## config.mk

```make
export PLATFORM = sky130hd
export DESIGN_NAME = pcm_dac_tick
export DESIGN_NICKNAME = d
export VERILOG_FILES = /design/src/rtl/pcm_fmt_pkg.sv /design/src/rtl/pcm_rate_accum.sv /design/src/rtl/pcm_sample_fmt.sv /design/src/rtl/pcm_tick_action.sv /design/src/rtl/pcm_dac_tick.sv
export SDC_FILE = /design/constraint.sdc
export NUM_CORES = 1
export LEC_CHECK = 0
export ABC_AREA = 1
export BUFFER_PORTS_ARGS = -buffer_cell sky130_fd_sc_hd__buf_2
export CAP_MARGIN = 20
export CORE_UTILIZATION = 50
export DETAILED_ROUTE_END_ITERATION = 6
export PLACE_DENSITY = 0.74
export SYNTH_ARGS = -nofsm -noshare
export SYNTH_HDL_FRONTEND = slang
export SYNTH_HIERARCHICAL = 1
export SYNTH_SLANG_ARGS = --single-unit
```

## constraint.sdc

```tcl
create_clock -name clk -period 6.05 [get_ports clk]
set_clock_uncertainty 0.05 [all_clocks]
set_input_delay 1.21 -clock clk [delete_from_list [all_inputs] [get_ports clk]]
set_output_delay 1.21 -clock clk [all_outputs]
set_load 0.01 [all_outputs]
```

## src/rtl/pcm_fmt_pkg.sv

```systemverilog
package pcm_fmt_pkg;

  localparam int SAMPLE_W = 16;
  localparam int BYTE_W   = 8;
  localparam int WORD_W   = 2 * SAMPLE_W;

  typedef logic [SAMPLE_W-1:0] sample_t;

  typedef struct packed {
    sample_t right;
    sample_t left;
  } dac_pair_t;

  // unsigned 16-bit: remove the mid-scale offset
  function automatic sample_t wide_to_dac(input sample_t raw, input logic is_signed);
    sample_t offs;
    offs = {1'b1, {(SAMPLE_W-1){1'b0}}};
    return is_signed ? raw : sample_t'(raw - offs);
  endfunction

  // 8-bit: recentre when unsigned, then move into the upper byte
  function automatic sample_t narrow_to_dac(input logic [BYTE_W-1:0] raw, input logic is_signed);
    logic [BYTE_W-1:0] cen;
    cen = is_signed ? raw : BYTE_W'(raw - {1'b1, {(BYTE_W-1){1'b0}}});
    return {cen, {(SAMPLE_W-BYTE_W){1'b0}}};
  endfunction

endpackage

```

## src/rtl/pcm_rate_accum.sv

```systemverilog
module pcm_rate_accum #(
  parameter int RATE_W    = 8,
  parameter int ACC_W     = 24,
  parameter int UNIT_STEP = 30
) (
  input  logic              clk,
  input  logic              rst_n,
  input  logic              run,
  input  logic [RATE_W-1:0] rate,
  output logic              tick
);
  localparam int SUM_W = ACC_W + 1;

  logic [ACC_W-1:0] acc_q;
  logic [SUM_W-1:0] step;
  logic [SUM_W-1:0] sum;

  always_comb begin
    step = SUM_W'(rate) * SUM_W'(UNIT_STEP);
    sum  = {1'b0, acc_q} + step;
    tick = run && sum[ACC_W];
  end

  always_ff @(posedge clk) begin
    if (!rst_n)      acc_q <= '0;
    else if (!run)   acc_q <= '0;
    else             acc_q <= sum[ACC_W-1:0];
  end

  // a cleared accumulator cannot carry on the very next add
  p_clear_then_quiet_r1: assert property (@(posedge clk) disable iff (!rst_n)
    (!run) |=> !(tick && ($past(rate) == rate) && (SUM_W'(rate) * SUM_W'(UNIT_STEP) < (SUM_W'(1) << ACC_W))));

endmodule

```

## src/rtl/pcm_sample_fmt.sv

```systemverilog
module pcm_sample_fmt
  import pcm_fmt_pkg::*;
(
  input  logic [7:0]        mode,
  input  logic [WORD_W-1:0] word,
  output dac_pair_t         pair
);
  logic    wide, sgn, mono;
  sample_t first, second;

  always_comb begin
    wide = mode[0];
    sgn  = wide ? mode[5] : mode[4];
    mono = wide ? mode[7] : mode[6];
    if (wide) begin
      first  = wide_to_dac(word[SAMPLE_W-1:0], sgn);
      second = wide_to_dac(word[WORD_W-1:SAMPLE_W], sgn);
    end else begin
      first  = narrow_to_dac(word[BYTE_W-1:0], sgn);
      second = narrow_to_dac(word[SAMPLE_W+BYTE_W-1:SAMPLE_W], sgn);
    end
    pair.left  = first;
    pair.right = mono ? first : second;
  end

endmodule

```

## src/rtl/pcm_tick_action.sv

```systemverilog
module pcm_tick_action
  import pcm_fmt_pkg::*;
#(
  parameter int FIFO_DEPTH = 16
) (
  input  logic                          clk,
  input  logic                          rst_n,
  input  logic                          tick,
  input  logic [7:0]                    mode,
  input  logic                          ch8_halt,
  input  logic                          ch16_halt,
  input  dac_pair_t                     pair,
  output logic [$clog2(FIFO_DEPTH)-1:0] tail,
  output sample_t                       left,
  output sample_t                       right,
  output logic                          valid,
  output logic                          drq8,
  output logic                          drq16,
  output logic                          irq
);
  localparam int PTR_W = $clog2(FIFO_DEPTH);

  logic per_sample, feed_running, fmt_tick;

  always_comb begin
    per_sample   = mode[1];
    feed_running = mode[0] ? !ch16_halt : !ch8_halt;
    fmt_tick     = tick && !per_sample;
  end

  always_ff @(posedge clk) begin
    if (!rst_n) begin
      tail  <= '0;
      left  <= '0;
      right <= '0;
      valid <= 1'b0;
      drq8  <= 1'b0;
      drq16 <= 1'b0;
      irq   <= 1'b0;
    end else begin
      valid <= fmt_tick;
      drq8  <= fmt_tick && !ch8_halt;
      drq16 <= fmt_tick && !ch16_halt;
      irq   <= tick && per_sample && !ch8_halt;
      if (fmt_tick) begin
        left  <= pair.left;
        right <= pair.right;
        if (feed_running) tail <= PTR_W'(tail + 1'b1);
      end
    end
  end

  p_irq_needs_byte_ch_r7: assert property (@(posedge clk) disable iff (!rst_n)
    irq |-> (!$past(ch8_halt) && $past(mode[1]) && !valid));

  p_drq8_with_strobe_r8: assert property (@(posedge clk) disable iff (!rst_n)
    drq8 |-> (valid && !$past(ch8_halt)));

  p_drq16_with_strobe_r8: assert property (@(posedge clk) disable iff (!rst_n)
    drq16 |-> (valid && !$past(ch16_halt)));

  p_tail_single_step_r9: assert property (@(posedge clk) disable iff (!rst_n)
    (tail != $past(tail)) |-> (valid && tail == PTR_W'($past(tail) + 1'b1)));

  p_hold_between_r6: assert property (@(posedge clk) disable iff (!rst_n)
    !valid |-> ($stable(left) && $stable(right)));

endmodule

```

## src/rtl/pcm_dac_tick.sv

```systemverilog
module pcm_dac_tick
  import pcm_fmt_pkg::*;
#(
  parameter int RATE_W     = 8,
  parameter int ACC_W      = 24,
  parameter int UNIT_STEP  = 30,
  parameter int FIFO_DEPTH = 16
) (
  input  logic              clk,
  input  logic              rst_n,
  input  logic [RATE_W-1:0] rate,
  input  logic [7:0]        mode,
  input  logic              ch8_halt,
  input  logic              ch16_halt,
  input  logic [31:0]       fifo_word,
  output logic [3:0]        fifo_tail,
  output logic [15:0]       dac_left,
  output logic [15:0]       dac_right,
  output logic              dac_valid,
  output logic              drq8_req,
  output logic              drq16_req,
  output logic              ctrl_irq
);
  localparam int PTR_W = $clog2(FIFO_DEPTH);

  logic             run_en;
  logic             tick_evt;
  dac_pair_t        fmt_pair;
  logic [PTR_W-1:0] tail_ptr;

  assign run_en = (rate != '0) && !(ch8_halt && ch16_halt);

  pcm_rate_accum #(
    .RATE_W(RATE_W), .ACC_W(ACC_W), .UNIT_STEP(UNIT_STEP)
  ) u_accum (
    .clk(clk), .rst_n(rst_n), .run(run_en), .rate(rate), .tick(tick_evt)
  );

  pcm_sample_fmt u_fmt (
    .mode(mode), .word(fifo_word), .pair(fmt_pair)
  );

  pcm_tick_action #(.FIFO_DEPTH(FIFO_DEPTH)) u_act (
    .clk(clk), .rst_n(rst_n), .tick(tick_evt), .mode(mode),
    .ch8_halt(ch8_halt), .ch16_halt(ch16_halt), .pair(fmt_pair),
    .tail(tail_ptr), .left(dac_left), .right(dac_right), .valid(dac_valid),
    .drq8(drq8_req), .drq16(drq16_req), .irq(ctrl_irq)
  );

  assign fifo_tail = 4'(tail_ptr);

  p_rate_zero_quiet_r1: assert property (@(posedge clk) disable iff (!rst_n)
    (rate == '0) |=> !(dac_valid || ctrl_irq));

  p_halt_quiet_r2: assert property (@(posedge clk) disable iff (!rst_n)
    (ch8_halt && ch16_halt) |=> !(dac_valid || ctrl_irq));

  p_mono_match_r5: assert property (@(posedge clk) disable iff (!rst_n)
    (dac_valid && ($past(mode[0]) ? $past(mode[7]) : $past(mode[6]))) |-> (dac_left == dac_right));

endmodule

```

Yosys cells after proc, flatten, opt, wreduce, memory -nomap -nowiden
Cells that the tools add are included.
{"block": "op_classes", "n_mul": 1, "addsub": 6, "reduce_logical": 15, "mux": 10}
{"cell": "$mux W16", "n": 5}
{"cell": "$sub A16 B16 Y16 const B", "n": 2}
{"cell": "$add A24 B13 Y25", "n": 1}
{"cell": "$mux W8", "n": 2}
{"cell": "$sub A8 B8 Y8 const B", "n": 2}
{"cell": "$mul A8 B4 Y12 const B", "n": 1}
{"cell": "$logic_and A1 B1 Y1", "n": 8}
{"cell": "$reduce_bool A8 Y1", "n": 1}
{"cell": "$add A4 B1 Y4 const B", "n": 1}
{"cell": "$logic_not A1 Y1", "n": 4}
{"cell": "$reduce_and A2 Y1", "n": 2}
{"cell": "$mux W1", "n": 3}
{"block": "totals", "reg_bits": 64, "in_bits": 52, "out_inout_bits": 40, "word_cells": 40}

Longest topological paths before layout
{"block": "depth", "word_depth": 6, "depth_mapped": 23}

Modules after synthesis
Netlist, hierarchy kept.
{"module": "pcm_rate_accum", "instances": 1, "cells_each": 373, "area_each_um2": 2463.6}
{"module": "pcm_tick_action", "instances": 1, "cells_each": 180, "area_each_um2": 1451.4}
{"module": "pcm_sample_fmt", "instances": 1, "cells_each": 121, "area_each_um2": 545.5}
{"module": "pcm_dac_tick", "instances": 1, "cells_each": 10, "area_each_um2": 37.5}

Worst setup path before layout
Ideal clock, no wire load.
{"block": "synth_path", "path_kind": "input -> register", "from": "input port rate[5]", "to": "register u_act.tail[1]", "setup_ns": 0.113, "path_stages": 21, "slack_ns": 1.082, "arrival_ns": 4.804, "path_buffers": 0, "required_ns": 5.887, "cell_sequence": "inv_1 -> fa_1 -> fa_1 -> inv_1 -> ha_1 -> nand2_1 -> nand2_1 -> o21bai_1 -> nand2_1 -> nand3_1 -> xor2_1 -> ha_1 -> nand2_1 -> nor2_1 -> nand3_1 -> a21oi_1 -> inv_2 -> nor2_4 -> nand3_2 -> o21ai_1 -> nor2_1"}
{"block": "synth_via", "elab_chain_len": 5, "word_cells_on_any_way": 7, "cone_classes": "1 x add/sub; 1 x mul; 5 x reduce/logical"}
{"item": "start, declared", "line": "pcm_dac_tick.sv:11", "rtl": "input logic [RATE_W-1:0] rate,"}
{"item": "$mul A8 B4 Y12 or $reduce_bool A8 Y1 (tied branches)", "line": "pcm_rate_accum.sv:19, pcm_dac_tick.sv:31"}
{"item": "$add A24 B13 Y25 or $logic_and A1 B1 Y1 (tied branches)", "line": "pcm_rate_accum.sv:20, pcm_dac_tick.sv:31"}
{"item": "$logic_and A1 B1 Y1 (*)", "line": "pcm_rate_accum.sv:21", "rtl": "tick = run && sum[ACC_W];"}
{"item": "via tick_evt", "line": "pcm_dac_tick.sv:27", "rtl": "logic tick_evt;"}
{"item": "$logic_and A1 B1 Y1 (*)", "line": "pcm_tick_action.sv:28", "rtl": "fmt_tick = tick && !per_sample;"}
{"item": "$reduce_and A2 Y1 (no line) (*)"}
{"item": "end signal, assigned", "line": "pcm_tick_action.sv:48", "rtl": "if (feed_running) tail <= PTR_W'(tail + 1'b1);"}
{"item": "end, declared", "line": "pcm_tick_action.sv:13", "rtl": "output logic [$clog2(FIFO_DEPTH)-1:0] tail,"}
Mark *: on every way through the listed nets, which the timed path passes. The rest lies on a longest branch.
A chain may end at the register's enable or synchronous reset.

Final worst setup path
{"block": "layout_path", "from": "input port rate[5]", "to": "register u_act.tail[0]"}
The elaborated chain is that of the path after synthesis.

==> metrics.yaml <==
synthesis:
  yosysWarningCount: 6
  synth_seq_cells: 63
  yosys.area.top_type: "dfxtp_1"
  syn_nets: 779
  avgSynthCellArea_um2: 6.58
  synth_cell_types: 37
  syn_inst: 684
  synth.area.top_cells: "dfxtp_1, nand2_1, nor2_1, ha_1, inv_1"
  seq_area_frac_synth_pct: 28.0
  synth_top_area_share_pct: 28.0
  synth_area_um2: 4500
cts:
  path_clk_slew_ps: 80
  ctsResizeCount: 0
  clk_latency_ps: 340
  cts.sinks: 63
  cts_root_buffer: "clkbuf_8"
  cts_setup_buffers: 0
  cts_hold_buf: 0
  numCtsBuffers: 9
  clk_path_buf_depth: 2
  cts_max_level: 3
  cts_tree: "built"
power_and_ir_drop:
  pwr_density_cell_nw_per_um2: 307
  totalPowerFinal_mw: 1.59
  p_leak_nw: 2.80
  peakVddDrop_v: 0.000144
timing:
  maxSlewHeadroom_pct: 61.5
  fmax_ghz: 0.187
  hold_viol_final: 0
  finalCriticalPeriod_ps: 5350
  rsz0062_at_grt: "false"
  finalCritPeriodShare_pct: 88.5
  max_slew.worst_pin.slew_ps: 573
  maxSlewViolCount: 0
  setup_tns_ps: 0
  setup_viol: 0
worst_setup_path:
  critPathKind: "in2reg"
  r2r_slack_ps: 3530
  cp.arrival_ps: 5540
  r2r-end: "u_act/tail[0]"
  path_buf_inv: 3
  crit_family: "adder cells"
  crit_path_cell_trace: "buf_2 -> inv_1 -> fa_1 -> fa_1 -> inv_1 -> ha_1 -> nand2_1 -> nand2_1 -> o21bai_1 -> nand2_1 -> nand3_1 -> xor2_1 -> ha_1 -> nand2_1 -> nor2_1 -> nand3_1 -> a21oi_1 -> nand2_4 -> nor2_2 -> nand2_1 -> nand2_1 -> nor2_1"
  end_kind: "flip-flop"
  startpoint_type: "primary input"
  reg2regPathDepth: 14
  path_common_cell: "nand2_1"
  slowest_delay_ps: 510
  critPathMaxFanout: 36
  slowest_stage: "fa_1"
  cp.required_ps: 6240
  r2r-start: "u_accum/acc_q[7]"
route:
  remaining_drc_errors: 0
  final_antenna_net_count: 0
  routed_wl_um: 10500
  routedWlPerCell_um: 12.0
  drtPass1Iterations: 5
  via_count: 4400
  vias_per_cell: 4.99
  dr.first_iter.drc_count: 114
die:
  die_y_um: 96.8
  core-area_um2: 8720
  dieArea_um2: 9380
  rows: 34
  boundaryPins: 92
  die_x_um: 96.8
  start_util_pct: 51.6
worst_hold_path:
  holdPathStages: 2
  hp-start: "u_act/right[2]"
  whs_endpoint: "u_act/right[2]"
  hp-class: "reg2reg"
finish:
  syn2layout_area_growth_pct: 15.6
  fin_nets: 864
  antenna_cells: 0
  layout_commonest_cell: "nand2_1"
  drive_gt1_share_pct: 17.6
  final_cell_area_um2: 5200
  final_cell_count_no_fill: 882
  layout_common_cells: "nand2_1, nor2_1, inv_1, buf_2, dfxtp_1"
  fillerInstances: 870
global_route:
  antenna_found_initial: 0
  grt_max_degree: 37
  grt_overflow: 0
  track_usage_pct: 23.7
  grt_pass1_wl_um: 18400
  grt_pass1_vias: 4282
placed_design:
  io_buffers: 89
  dpl_cell_area_um2: 4980
  dpl.hpwl_um: 8340
  gp_congestion: 0.897
  placed_cells: 866
outcome:
  outcome: "complete, no violations"
flow_run:
  drv_cap: 0
## cells in the mapped netlist
cell	count
clkbuf_1	2
buf_2	6
nand3_2	2
o21ai_1	33
nand4_1	4
nand2_1	184
a21oi_2	2
nor3_2	1
xor2_1	8
o21ai_0	26
a31oi_1	1
o21a_1	1
nand2_4	3
or2_1	1
a21o_1	2
nor3_1	7
nand3_1	26
buf_4	2
nor2_1	111
nor4_1	1
a21boi_0	1
dfxtp_1	63
ha_1	29
clkbuf_8	1
o21bai_1	2
buf_6	5
o21ai_2	3
a21oi_1	30
clkinv_1	1
and2_1	2
inv_1	89
xnor2_1	2
fa_1	14
nor2_2	7
nor2_4	2
nand2_2	6
inv_2	4
## worst max-delay path by stage
stage                 start       endpoint  depth (start not counted)
global placement    rate[5]  u_act/tail[0]                         22
CTS                 rate[5]  u_act/tail[0]                         22
finish              rate[5]  u_act/tail[0]                         22
floorplan           rate[5]  u_act/tail[1]                         21
detailed placement  rate[5]  u_act/tail[0]                         22
global route        rate[5]  u_act/tail[0]                         22
## metal layers
metal	routed length (µm)	vias up	GRT usage, %
met5	0	-	0
met3	527	16	4.99
met4	212	0	8.38
met2	5150	105	42.7
li1	-	2318	-
met1	4660	1961	27.5
## state kept, by name, summed over array words and instances, names as in the netlist
| register | count |
|---|---|
| u_act/left | 16 |
| u_act/drq16 | 1 |
| u_act/tail | 4 |
| u_accum/acc_q | 23 |
| u_act/valid | 1 |
| u_act/right | 16 |
| u_act/irq | 1 |
| u_act/drq8 | 1 |
## worst register-to-register path, delay by kind of cell, from the launching register on
kind | cells | cell delay [ps]
flip-flops | 1 | 310
adder cells (fa/ha/maj) | 1 | 350
AO/OA/AOI/OAI | 1 | 350
AND/OR/NAND/NOR | 10 | 1250
buffers and inverters | 2 | 110
## final cells by class
class / count / area (µm²) / area share, %
multi-input cells: 511 / 2760 / 53.1
clock inverters: 7 / 100 / 1.92
well taps: 108 / 135 / 2.60
repair buffers: 90 / 465 / 8.95
flip-flops and latches: 63 / 1260 / 24.3
clock buffers: 9 / 124 / 2.38
inverters: 94 / 353 / 6.79
## where the power goes
part	internal [mW]	switching (mW)
registers	0.444	0.0133
clock network	0.237	0.181
logic	0.251	0.467
## through the flow
| stage | worst slack [ps] | util (%) | hold slack [ps] |
|---|---|---|---|
| global placement | 458 | 57.1 | 412 |
| CTS | 688 | 59.6 | 440 |
| finish | 697 | 59.6 | 435 |
| floorplan | 1080 | - | 425 |
| detailed placement | 320 | 57.1 | 422 |
| global route | 285 | 59.6 | 468 |
## logic make-up (layout without fill, tap and decap cells)
family	Yosys count	after routing	synth area share (%)
simple gates	357	357	33.1
flops	63	63	28.0
fa+ha+maj	43	43	14.3
buf+inv	110	200	10.6
xor+xnor	10	10	1.95
compound gates	101	101	12.0
Power figures use the tool's default switching activity.
